## config.mk

```make
export PLATFORM = sky130hd
export DESIGN_NAME = tlb_shared_tagged
export DESIGN_NICKNAME = d
export VERILOG_FILES = /design/src/rtl/tlbtag_pkg.sv /design/src/rtl/tlb_tag_store.sv /design/src/rtl/tlb_lookup_cam.sv /design/src/rtl/tlb_victim_sel.sv /design/src/rtl/tlb_shared_tagged.sv
export SDC_FILE = /design/constraint.sdc
export NUM_CORES = 2
export LEC_CHECK = 0
export BUFFER_PORTS_ARGS = -buffer_cell sky130_fd_sc_hd__buf_4
export CAP_MARGIN = 25
export CORE_MARGIN = 4
export CORE_UTILIZATION = 55
export CTS_BUF_LIST = sky130_fd_sc_hd__clkbuf_2
export DETAILED_ROUTE_END_ITERATION = 10
export PLACE_DENSITY = 0.72
export SLEW_MARGIN = 10
export SYNTH_ARGS = -nofsm -noshare
export SYNTH_HDL_FRONTEND = slang
export SYNTH_SLANG_ARGS = --single-unit
```

## constraint.sdc

```tcl
create_clock -name clk -period 17.7 [get_ports clk]
set_input_delay 5.31 -clock clk [delete_from_list [all_inputs] [get_ports clk]]
set_output_delay 5.31 -clock clk [all_outputs]
set_load 0.05 [all_outputs]
```

## src/rtl/tlbtag_pkg.sv

```systemverilog
// Shared defaults and types for the thread-tagged translation buffer.
// Assumes: two hardware threads; widths may be overridden per instance.
package tlbtag_pkg;
    localparam int unsigned TLB_ENTRIES = 16;
    localparam int unsigned TLB_VPN_W   = 36;
    localparam int unsigned TLB_PFN_W   = 28;
    localparam int unsigned TLB_PCID_W  = 12;
    localparam int unsigned TLB_THREADS = 2;

    // Which stored tag takes part in matching and invalidation.
    typedef enum logic {
        TAG_BY_THREAD = 1'b0,
        TAG_BY_PCID   = 1'b1
    } tag_mode_e;
endpackage

```

## src/rtl/tlb_tag_store.sv

```systemverilog
// Entry storage for the translation buffer: valid bits, VPN, PFN, PCID and
// the allocating thread's ID. Applies base-register-switch invalidations
// and then writes the fill into the slot chosen by the victim selector.
// Assumes: fl_idx is computed from vld_post_o of this same cycle.
module tlb_tag_store
    import tlbtag_pkg::*;
#(
    parameter int unsigned NENT   = TLB_ENTRIES,
    parameter int unsigned VPN_W  = TLB_VPN_W,
    parameter int unsigned PFN_W  = TLB_PFN_W,
    parameter int unsigned PCID_W = TLB_PCID_W,
    parameter int unsigned NTHR   = TLB_THREADS,
    localparam int unsigned IDX_W = $clog2(NENT),
    localparam int unsigned TID_W = (NTHR > 1) ? $clog2(NTHR) : 1
) (
    input  logic                   clk,
    input  logic                   rst_n,
    input  tag_mode_e              mode,
    input  logic                   fl_en,
    input  logic [IDX_W-1:0]       fl_idx,
    input  logic [VPN_W-1:0]       fl_vpn,
    input  logic [PFN_W-1:0]       fl_pfn,
    input  logic [TID_W-1:0]       fl_tid,
    input  logic [PCID_W-1:0]      fl_pcid,
    input  logic [NTHR-1:0]        sw_en,
    input  logic [NTHR-1:0]        sw_flush,
    input  logic [NTHR*PCID_W-1:0] sw_pcid,
    output logic [NENT-1:0]        vld_o,
    output logic [NENT-1:0]        vld_post_o,
    output logic [VPN_W-1:0]       vpn_o  [NENT],
    output logic [PFN_W-1:0]       pfn_o  [NENT],
    output logic [PCID_W-1:0]      pcid_o [NENT],
    output logic [TID_W-1:0]       tid_o  [NENT]
);
    logic [NENT-1:0]   vld_q;
    logic [NENT-1:0]   kill;
    logic [VPN_W-1:0]  vpn_q  [NENT];
    logic [PFN_W-1:0]  pfn_q  [NENT];
    logic [PCID_W-1:0] pcid_q [NENT];
    logic [TID_W-1:0]  tid_q  [NENT];

    // Decide which entries the switch strobes of all threads drop this cycle.
    always_comb begin
        kill = '0;
        for (int i = 0; i < NENT; i++) begin
            for (int t = 0; t < NTHR; t++) begin
                if (sw_en[t]) begin
                    if (mode == TAG_BY_THREAD) begin
                        if (tid_q[i] == t[TID_W-1:0]) kill[i] = 1'b1;
                    end else if (sw_flush[t] &&
                                 pcid_q[i] == sw_pcid[t*PCID_W +: PCID_W]) begin
                        kill[i] = 1'b1;
                    end
                end
            end
        end
    end

    assign vld_post_o = vld_q & ~kill;

    // Valid bits: reset clears, invalidation first, then the fill lands.
    always_ff @(posedge clk) begin
        if (!rst_n) begin
            vld_q <= '0;
        end else begin
            vld_q <= vld_post_o;
            if (fl_en) vld_q[fl_idx] <= 1'b1;
        end
    end

    // Payload and tags: written only by an accepted fill.
    always_ff @(posedge clk) begin
        if (fl_en) begin
            vpn_q[fl_idx]  <= fl_vpn;
            pfn_q[fl_idx]  <= fl_pfn;
            pcid_q[fl_idx] <= fl_pcid;
            tid_q[fl_idx]  <= fl_tid;
        end
    end

    assign vld_o  = vld_q;
    assign vpn_o  = vpn_q;
    assign pfn_o  = pfn_q;
    assign pcid_o = pcid_q;
    assign tid_o  = tid_q;

    // the cycle after reset releases, nothing is valid.
    p_reset_clears_r1: assert property (@(posedge clk) disable iff (!rst_n)
        $past(!rst_n) |-> (vld_q == '0));

    // an accepted fill is valid at the next edge, even under invalidation.
    p_fill_lands_r3: assert property (@(posedge clk) disable iff (!rst_n)
        fl_en |=> vld_q[$past(fl_idx)]);

    for (genvar g = 0; g < NENT; g++) begin : g_entry_chk
        // thread-mode switch by the owner drops the entry.
        p_owner_flush_r4: assert property (@(posedge clk) disable iff (!rst_n)
            (mode == TAG_BY_THREAD && vld_q[g] && sw_en[tid_q[g]] &&
             !(fl_en && fl_idx == IDX_W'(g))) |=> !vld_q[g]);
        // an entry whose owner did not switch survives.
        p_other_kept_r5: assert property (@(posedge clk) disable iff (!rst_n)
            (mode == TAG_BY_THREAD && vld_q[g] && !sw_en[tid_q[g]]) |=> vld_q[g]);
        // in PCID mode, switches without a flush request drop nothing.
        p_noflush_kept_r7: assert property (@(posedge clk) disable iff (!rst_n)
            (mode == TAG_BY_PCID && vld_q[g] && (sw_en & sw_flush) == '0)
            |=> vld_q[g]);
    end
endmodule

```

## src/rtl/tlb_lookup_cam.sv

```systemverilog
// Fully associative compare: one comparator per entry on VPN plus the
// active tag (thread ID or PCID), and an OR-mux of the hitting entry's PFN.
// Assumes: the fill path never installs two entries that match the same request.
module tlb_lookup_cam
    import tlbtag_pkg::*;
#(
    parameter int unsigned NENT   = TLB_ENTRIES,
    parameter int unsigned VPN_W  = TLB_VPN_W,
    parameter int unsigned PFN_W  = TLB_PFN_W,
    parameter int unsigned PCID_W = TLB_PCID_W,
    parameter int unsigned NTHR   = TLB_THREADS,
    localparam int unsigned TID_W = (NTHR > 1) ? $clog2(NTHR) : 1
) (
    input  logic              clk,
    input  logic              rst_n,
    input  tag_mode_e         mode,
    input  logic [VPN_W-1:0]  lk_vpn,
    input  logic [TID_W-1:0]  lk_tid,
    input  logic [PCID_W-1:0] lk_pcid,
    input  logic [NENT-1:0]   vld,
    input  logic [VPN_W-1:0]  vpn  [NENT],
    input  logic [PFN_W-1:0]  pfn  [NENT],
    input  logic [PCID_W-1:0] pcid [NENT],
    input  logic [TID_W-1:0]  tid  [NENT],
    output logic              hit_o,
    output logic [PFN_W-1:0]  pfn_o
);
    logic [NENT-1:0] hit_vec;

    for (genvar g = 0; g < NENT; g++) begin : g_cmp
        logic tag_ok;
        // Select which stored tag the request is compared against.
        assign tag_ok     = (mode == TAG_BY_PCID) ? (pcid[g] == lk_pcid)
                                                  : (tid[g] == lk_tid);
        assign hit_vec[g] = vld[g] && (vpn[g] == lk_vpn) && tag_ok;
    end

    // Merge the frame number of the matching entry.
    always_comb begin
        pfn_o = '0;
        for (int i = 0; i < NENT; i++) begin
            if (hit_vec[i]) pfn_o = pfn_o | pfn[i];
        end
    end

    assign hit_o = |hit_vec;

    // no request ever matches more than one entry.
    p_single_match_r2: assert property (@(posedge clk) disable iff (!rst_n)
        $onehot0(hit_vec));
endmodule

```

## src/rtl/tlb_victim_sel.sv

```systemverilog
// Replacement choice: lowest-numbered free slot (after this cycle's
// invalidation), otherwise a rotating pointer that advances only on
// fills into a full buffer.
// Assumes: vld_post is the post-invalidation valid vector of this cycle.
module tlb_victim_sel
    import tlbtag_pkg::*;
#(
    parameter int unsigned NENT   = TLB_ENTRIES,
    localparam int unsigned IDX_W = $clog2(NENT)
) (
    input  logic             clk,
    input  logic             rst_n,
    input  logic             fl_en,
    input  logic [NENT-1:0]  vld_post,
    output logic [IDX_W-1:0] idx_o
);
    logic [IDX_W-1:0] rr_q;
    logic [IDX_W-1:0] free_idx;
    logic             any_free;

    // Priority encode the lowest-numbered free slot.
    always_comb begin
        free_idx = '0;
        for (int i = NENT - 1; i >= 0; i--) begin
            if (!vld_post[i]) free_idx = IDX_W'(i);
        end
    end

    assign any_free = ~&vld_post;
    assign idx_o    = any_free ? free_idx : rr_q;

    // Rotate the pointer on each fill that had to evict.
    always_ff @(posedge clk) begin
        if (!rst_n) begin
            rr_q <= '0;
        end else if (fl_en && !any_free) begin
            rr_q <= (rr_q == IDX_W'(NENT - 1)) ? '0 : rr_q + 1'b1;
        end
    end

    // with any free slot present, the chosen slot is a free one.
    p_prefer_free_r8: assert property (@(posedge clk) disable iff (!rst_n)
        any_free |-> !vld_post[idx_o]);
endmodule

```

## src/rtl/tlb_shared_tagged.sv

```systemverilog
// Top of the thread-shared translation buffer. Wires the entry store,
// the compare array and the victim selector together.
// Assumes: a fill never duplicates a translation already present with the same active tag.
module tlb_shared_tagged
    import tlbtag_pkg::*;
#(
    parameter int unsigned NENT   = TLB_ENTRIES,
    parameter int unsigned VPN_W  = TLB_VPN_W,
    parameter int unsigned PFN_W  = TLB_PFN_W,
    parameter int unsigned PCID_W = TLB_PCID_W,
    parameter int unsigned NTHR   = TLB_THREADS,
    localparam int unsigned IDX_W = $clog2(NENT),
    localparam int unsigned TID_W = (NTHR > 1) ? $clog2(NTHR) : 1
) (
    input  logic                   clk,
    input  logic                   rst_n,
    input  logic                   pcid_mode,
    input  logic [VPN_W-1:0]       lk_vpn,
    input  logic [TID_W-1:0]       lk_tid,
    input  logic [PCID_W-1:0]      lk_pcid,
    output logic                   lk_hit,
    output logic [PFN_W-1:0]       lk_pfn,
    input  logic                   fl_en,
    input  logic [VPN_W-1:0]       fl_vpn,
    input  logic [PFN_W-1:0]       fl_pfn,
    input  logic [TID_W-1:0]       fl_tid,
    input  logic [PCID_W-1:0]      fl_pcid,
    input  logic [NTHR-1:0]        sw_en,
    input  logic [NTHR-1:0]        sw_flush,
    input  logic [NTHR*PCID_W-1:0] sw_pcid
);
    tag_mode_e         mode;
    logic [NENT-1:0]   vld;
    logic [NENT-1:0]   vld_post;
    logic [IDX_W-1:0]  victim;
    logic [VPN_W-1:0]  e_vpn  [NENT];
    logic [PFN_W-1:0]  e_pfn  [NENT];
    logic [PCID_W-1:0] e_pcid [NENT];
    logic [TID_W-1:0]  e_tid  [NENT];

    assign mode = tag_mode_e'(pcid_mode);

    tlb_tag_store #(
        .NENT(NENT), .VPN_W(VPN_W), .PFN_W(PFN_W), .PCID_W(PCID_W), .NTHR(NTHR)
    ) u_store (
        .clk(clk), .rst_n(rst_n), .mode(mode),
        .fl_en(fl_en), .fl_idx(victim), .fl_vpn(fl_vpn), .fl_pfn(fl_pfn),
        .fl_tid(fl_tid), .fl_pcid(fl_pcid),
        .sw_en(sw_en), .sw_flush(sw_flush), .sw_pcid(sw_pcid),
        .vld_o(vld), .vld_post_o(vld_post),
        .vpn_o(e_vpn), .pfn_o(e_pfn), .pcid_o(e_pcid), .tid_o(e_tid)
    );

    tlb_lookup_cam #(
        .NENT(NENT), .VPN_W(VPN_W), .PFN_W(PFN_W), .PCID_W(PCID_W), .NTHR(NTHR)
    ) u_cam (
        .clk(clk), .rst_n(rst_n), .mode(mode),
        .lk_vpn(lk_vpn), .lk_tid(lk_tid), .lk_pcid(lk_pcid),
        .vld(vld), .vpn(e_vpn), .pfn(e_pfn), .pcid(e_pcid), .tid(e_tid),
        .hit_o(lk_hit), .pfn_o(lk_pfn)
    );

    tlb_victim_sel #(
        .NENT(NENT)
    ) u_victim (
        .clk(clk), .rst_n(rst_n), .fl_en(fl_en),
        .vld_post(vld_post), .idx_o(victim)
    );
endmodule

```

---- After elaboration in Yosys (flattened, before gate mapping) ----
Cells that the tools add are included.
storage, ports and cells
  input bits .............................. 158
  register bits ........................... 1,252
  output and inout bits ................... 29
operators by class
  magnitude comparators ................... 4
  eq/ne operators ......................... 81
  bitwise logic cells ..................... 19
  multiplexer cells ....................... 193
  reduce and logical (&&, ||, !) cells .... 69
  add/subtract/negate cells ............... 1
operators by type and width
  operator                        count
  576-bit bitwise mux             1
  12-bit == test                  48
  36-bit == test                  16
  28-bit two-way mux              17
  448-bit bitwise mux             1
  28-bit bitwise OR               15
  192-bit bitwise mux             1
  1-bit two-way mux               146
  36-bit demux with 4-bit select  1
  28-bit demux with 4-bit select  1
  4-bit two-way mux               18
  1-bit logical AND               67
  12-bit demux with 4-bit select  1
  36-bit two-way mux              1
  16-bit AND                      1
  16-bit bitwise mux              1
  1-bit == test                   16
  16-bit two-way mux              1
  16-bit NOT                      1
  16-bit bitwise OR               1
  16-bit AND reduction            1
  16-bit OR reduction             1
  12-bit two-way mux              1
  1-bit demux with 4-bit select   2
  other kinds (7)                 7

---- Logic depth before layout (Yosys ltp) ----
  depth in word-level cells ............... 34
  gate-level depth with buffers ........... 12
  depth with buffers taken out ............ 9

---- By module ----
Synthesis repeated with hierarchy kept, for this count alone.
second synthesis, totals
  cell total of the unflattened synthesis .. 3,850
  area total of the unflattened synthesis .. 56,399.1 µm²
modules (own cells, without submodules)
  module          seq. area each (µm²)  area an instance (µm²)  instances  cells each
  tlb_tag_store   37,315.8              42,584.6                1          1,933
  tlb_lookup_cam  0.0                   13,424.1                1          1,860
  tlb_victim_sel  80.1                  390.4                   1          57

---- Least setup slack after synthesis ----
OpenSTA, ideal clock, no wires.
  kind .................................... input to register
  start ................................... input port sw_en[1]
  end ..................................... register u_store.pcid_q, in the netlist u_store.pcid_o[180] (enable)
  stages on the path ...................... 10
  arrival ................................. 15.060 ns
  data required time ...................... 16.971 ns
  buffers on the path ..................... 2
  path slack .............................. 1.911 ns
  cell sequence ........................... buf_2 -> and3_1 -> buf_2 -> nand2_1 -> nor4_1 -> nor3_1 -> nand4_1 -> o311ai_1 -> nand4_1 -> nor4b_1
RTL lines
  item                           RTL line                 source
  start, declared                tlb_shared_tagged.sv:28  input logic [NTHR-1:0] sw_en,
  end signal, assigned by index  tlb_tag_store.sv:76      pcid_q[fl_idx] <= fl_pcid;
  end, declared                  tlb_tag_store.sv:39      logic [PCID_W-1:0] pcid_q [NENT];

---- Worst setup path in the final report ----
  start ................................... input port lk_vpn[17]
  end ..................................... output port lk_pfn[21]
on the way
  cells in the longest elaborated chain, start to end .. 34
RTL lines
  item                             RTL line                 source
  start, declared                  tlb_shared_tagged.sv:18  input logic [VPN_W-1:0] lk_vpn,
  36-bit == test                   tlb_lookup_cam.sv:35     assign hit_vec[g] = vld[g] && (vpn[g] == lk_vpn) && tag_ok;
  1-bit logical AND (2 in series)  tlb_lookup_cam.sv:35
  28-bit two-way mux               tlb_lookup_cam.sv:42     if (hit_vec[i]) pfn_o = pfn_o | pfn[i];
  28-bit bitwise OR                tlb_lookup_cam.sv:42
  28-bit two-way mux               tlb_lookup_cam.sv:42
  28-bit bitwise OR                tlb_lookup_cam.sv:42
  28-bit two-way mux               tlb_lookup_cam.sv:42
  28-bit bitwise OR                tlb_lookup_cam.sv:42
  [... 17 more ...]                --
  28-bit bitwise OR                tlb_lookup_cam.sv:42
  28-bit two-way mux               tlb_lookup_cam.sv:42
  28-bit bitwise OR                tlb_lookup_cam.sv:42
  28-bit two-way mux               tlb_lookup_cam.sv:42
  28-bit bitwise OR                tlb_lookup_cam.sv:42
  28-bit two-way mux               tlb_lookup_cam.sv:42
  28-bit bitwise OR                tlb_lookup_cam.sv:42
  28-bit two-way mux *             tlb_lookup_cam.sv:42
  end, declared                    tlb_shared_tagged.sv:22  output logic [PFN_W-1:0] lk_pfn,
Mark *: on every way between the ends. The rest lies on a longest branch, timed or not.

==> impl_metrics.ini <==
[global_routing]
first_global_vias = 33343
grt_pass1_wl_um = 239000
grt_usage_pct = 32.7
grt_max_degree = 58
antenna_found_initial = 12
grt_overflow = 0

[placed_design]
placed_cells = 4813
gp_congestion = 0.914
post-place-ws_ps = 3610
io_buffers = 186
post-dp-hpwl_um = 96700

[drt]
vias = 34321
drt-total-wl_um = 172000
drtAntennaViolNets = 0
dr.first_iter.drc_count = 4475
drc = 0
drtPass1Iterations = 6
routed_via_density = 6.41
wl_per_cell_um = 32.2

[min_path]
min_from = u_victim.rr_q[0]
hold_class = reg -> reg
holdPathEnd = u_victim.rr_q[0]
hold_depth = 2

[timing]
finClkSkew_ps = 210
tightest_slew_ps = 1130
relSlewSlack_pct = 24.1
hold_viol_final = 0
slew_violations = 0
grt_setup_unrepaired = no
fin_setup_tns_ps = 0
setup_slack_ps = 3300
setup_violations = 0
fin_crit_sh_pct = 81.3
fmax_mhz = 69.5
post-route-min-period_ps = 14400

[yosys]
synth.avg_cell_area_um2 = 15.7
synth-simple-area-share_pct = 5.41
synth_top_family_by_area = XOR/XNOR gates
syn_nets = 3657
yosys_warnings = 0
synthArstFlopShare_pct = 0
netlist_instances = 3498
synth-seq-cells = 1252
netlist_top_cells_area = edfxtp_1 (68%), xor2_1 (12%), xnor2_1 (6.4%), nor4_1 (2.4%), a22o_1 (1.8%)
synth-edff-count = 1232
synth_fa_ha_area_share_pct = 0.0228
synth_compound_area_share_pct = 5.35
synth_top_area_share_pct = 67.6
yosys.cell_types.count = 54
yosysTopAreaCell = edfxtp_1
seq_area_frac_synth_pct = 68.3
synthesis.area_mm2 = 0.0548
synth_mux_area_share_pct = 0.128
synth_ff_type = edfxtp_1
synth-xor-area-share_pct = 18.6

[pwr]
power_density_mw_per_mm2 = 92.5
peakVddDrop_uv = 80.3
leakage_nw = 19.9
p_int_w = 0.00413
sw_frac_of_total_pct = 25.6
p_comb_share_pct = 6.8
clkPwrFrac_pct = 34.0
power_switching_w = 0.00142
p_seq_share_pct = 59.2

[worst_setup_path]
cp.buffers_inverters = 3
crit_path_top_delay_cell = nor4_1
worstPathRequired_ps = 12390
crit_path_cell_trace = buf_4 > xor2_1 > nor4_1 > nand4_1 > a2111oi_2 > buf_4 > a22o_1 > a221oi_1 > nand4_1 > buf_4
cp_max_fo = 29
cp_data_arrival_time_ps = 9090
endpoint_kind = output port
rr_worst_depth = 11
cpPeakStageDelay_ps = 930
r2r_slack_ps = 12040
cpMostUsedCell = buf_4
timing.rr.start = u_store.pcid_o[55]
startpoint_type = input pin
cp_top_family = simple AND/OR/NAND/NOR gates
r2r-end = u_store.vpn_o[22]
worstSetupPathType = in -> out

[finish]
utilization_pct = 60.9
final_cell_mix = edfxtp_1 (1232), xor2_1 (759), clkbuf_2 (456)
area_growth_pct = 9.53
fillCellCount = 7422
final_layout_size_suffix_gt1_share_pct = 18.8
finalNonFillerCells = 5354
final_common_cell = edfxtp_1
nets = 4018

[floorplan]
row_count = 115
die-height_um = 324
die_area_mm2 = 0.105
initial_core_util_pct = 55.6
io-pin-count = 187
die_w_um = 324
design.core.area_mm2 = 0.0986

[clocking]
clk_pin_slew_worst_paths_ps = 100
numClockSinks = 1252
cts_buffers = 328
cts_resized = 0
cts_setup_buffers = 0
cts_tree = yes
clk_latency_ps = 1540
hold_buffers = 0
cts-root-buf = clkbuf_2
htreeDepth = 5
cts_buffer_depth = 4

[outcome]
status = finished, final reports clean

[flow_run]
maxCapViolations = 0
==> cells in the mapped netlist (6+ instances only) <==
cell	n
nand4_1	135
a22o_1	113
o21ai_0	15
xnor2_1	402
a21oi_1	24
buf_2	68
a2111oi_0	15
xor2_1	759
nor3_1	32
mux2i_1	7
buf_6	24
a211oi_1	15
edfxtp_1	1232
inv_1	15
nand2_1	39
o211ai_1	15
dfxtp_1	20
nor4_1	206
a221oi_1	112
nor2_1	12
o2111ai_1	18
nand3_1	44
clkbuf_1	86
a211o_1	6
buf_4	27
==> kinds of logic after synthesis <==
logic type | Yosys count
simple gates | 499
fa+ha+maj | 1
flops | 1252
compound gates | 355
buf+inv | 223
xor+xnor | 1161
mux | 7
==> registers in the layout (all words and copies together), names as in the netlist <==
register        count
u_store.vld_o      16
u_victim.rr_q       4
u_store.pfn_o     448
u_store.pcid_o    192
u_store.vpn_o     576
u_store.tid_o      16
==> power by group through the flow <==
stage | combinational (W) | clock, W | sequential [W]
4_1_cts | 0.000365 | 0.00191 | 0.00329
3_5_place_dp | 0.000363 | 0 | 0.00336
5_1_grt | 0.000386 | 0.00208 | 0.00329
2_1_floorplan | 0.000199 | 0 | 0.00336
6_report | 0.000376 | 0.00189 | 0.00329
3_3_place_gp | 0.000361 | 0 | 0.00335
==> through the flow <==
step                      area, µm²  power [W]  hold slack [ps]
after floorplan               54800    0.00356              506
after global placement        57200    0.00372              546
after detailed placement      57200    0.00372              569
after CTS                     59900    0.00556              581
after global routing          60000    0.00575              615
final                         60000    0.00555              585
==> worst min-delay path: stages (launching register included) <==
cell and delay [ps]:
dfxtp_1 400, nand2_1 90, a21oi_1 50
==> worst max-delay path by stage <==
stage	from	depth (start not counted)	endpoint	slack, ps
2_1_floorplan	sw_en[1]	10	u_store.pcid_o[180]	1910
3_3_place_gp	lk_vpn[32]	10	lk_pfn[21]	3640
3_5_place_dp	lk_vpn[32]	10	lk_pfn[21]	3610
4_1_cts	lk_vpn[32]	10	lk_pfn[21]	3590
5_1_grt	lk_vpn[17]	10	lk_pfn[21]	3440
6_report	lk_vpn[17]	10	lk_pfn[21]	3300
==> final cells by class <==
class	count	area, µm²	share of cell area (%)
inverters	15	56.3	0.0939
diodes	4	10.0	0.0167
clock inverters	78	424	0.707
multi-input cells	2023	16400	27.3
well taps	1287	1610	2.68
flip-flops and latches	1252	37400	62.3
repair buffers	239	1810	3.02
clock buffers	456	2280	3.80
==> routing by layer <==
layer,global-route usage [%],routed length (µm),vias up
li1,-,-,14191
met3,9.36,23500,434
met5,0,74,-
met4,12.6,6890,10
met2,50.8,78600,2677
met1,44.1,63300,17009
No activity file was read; power rests on OpenSTA's default activity.
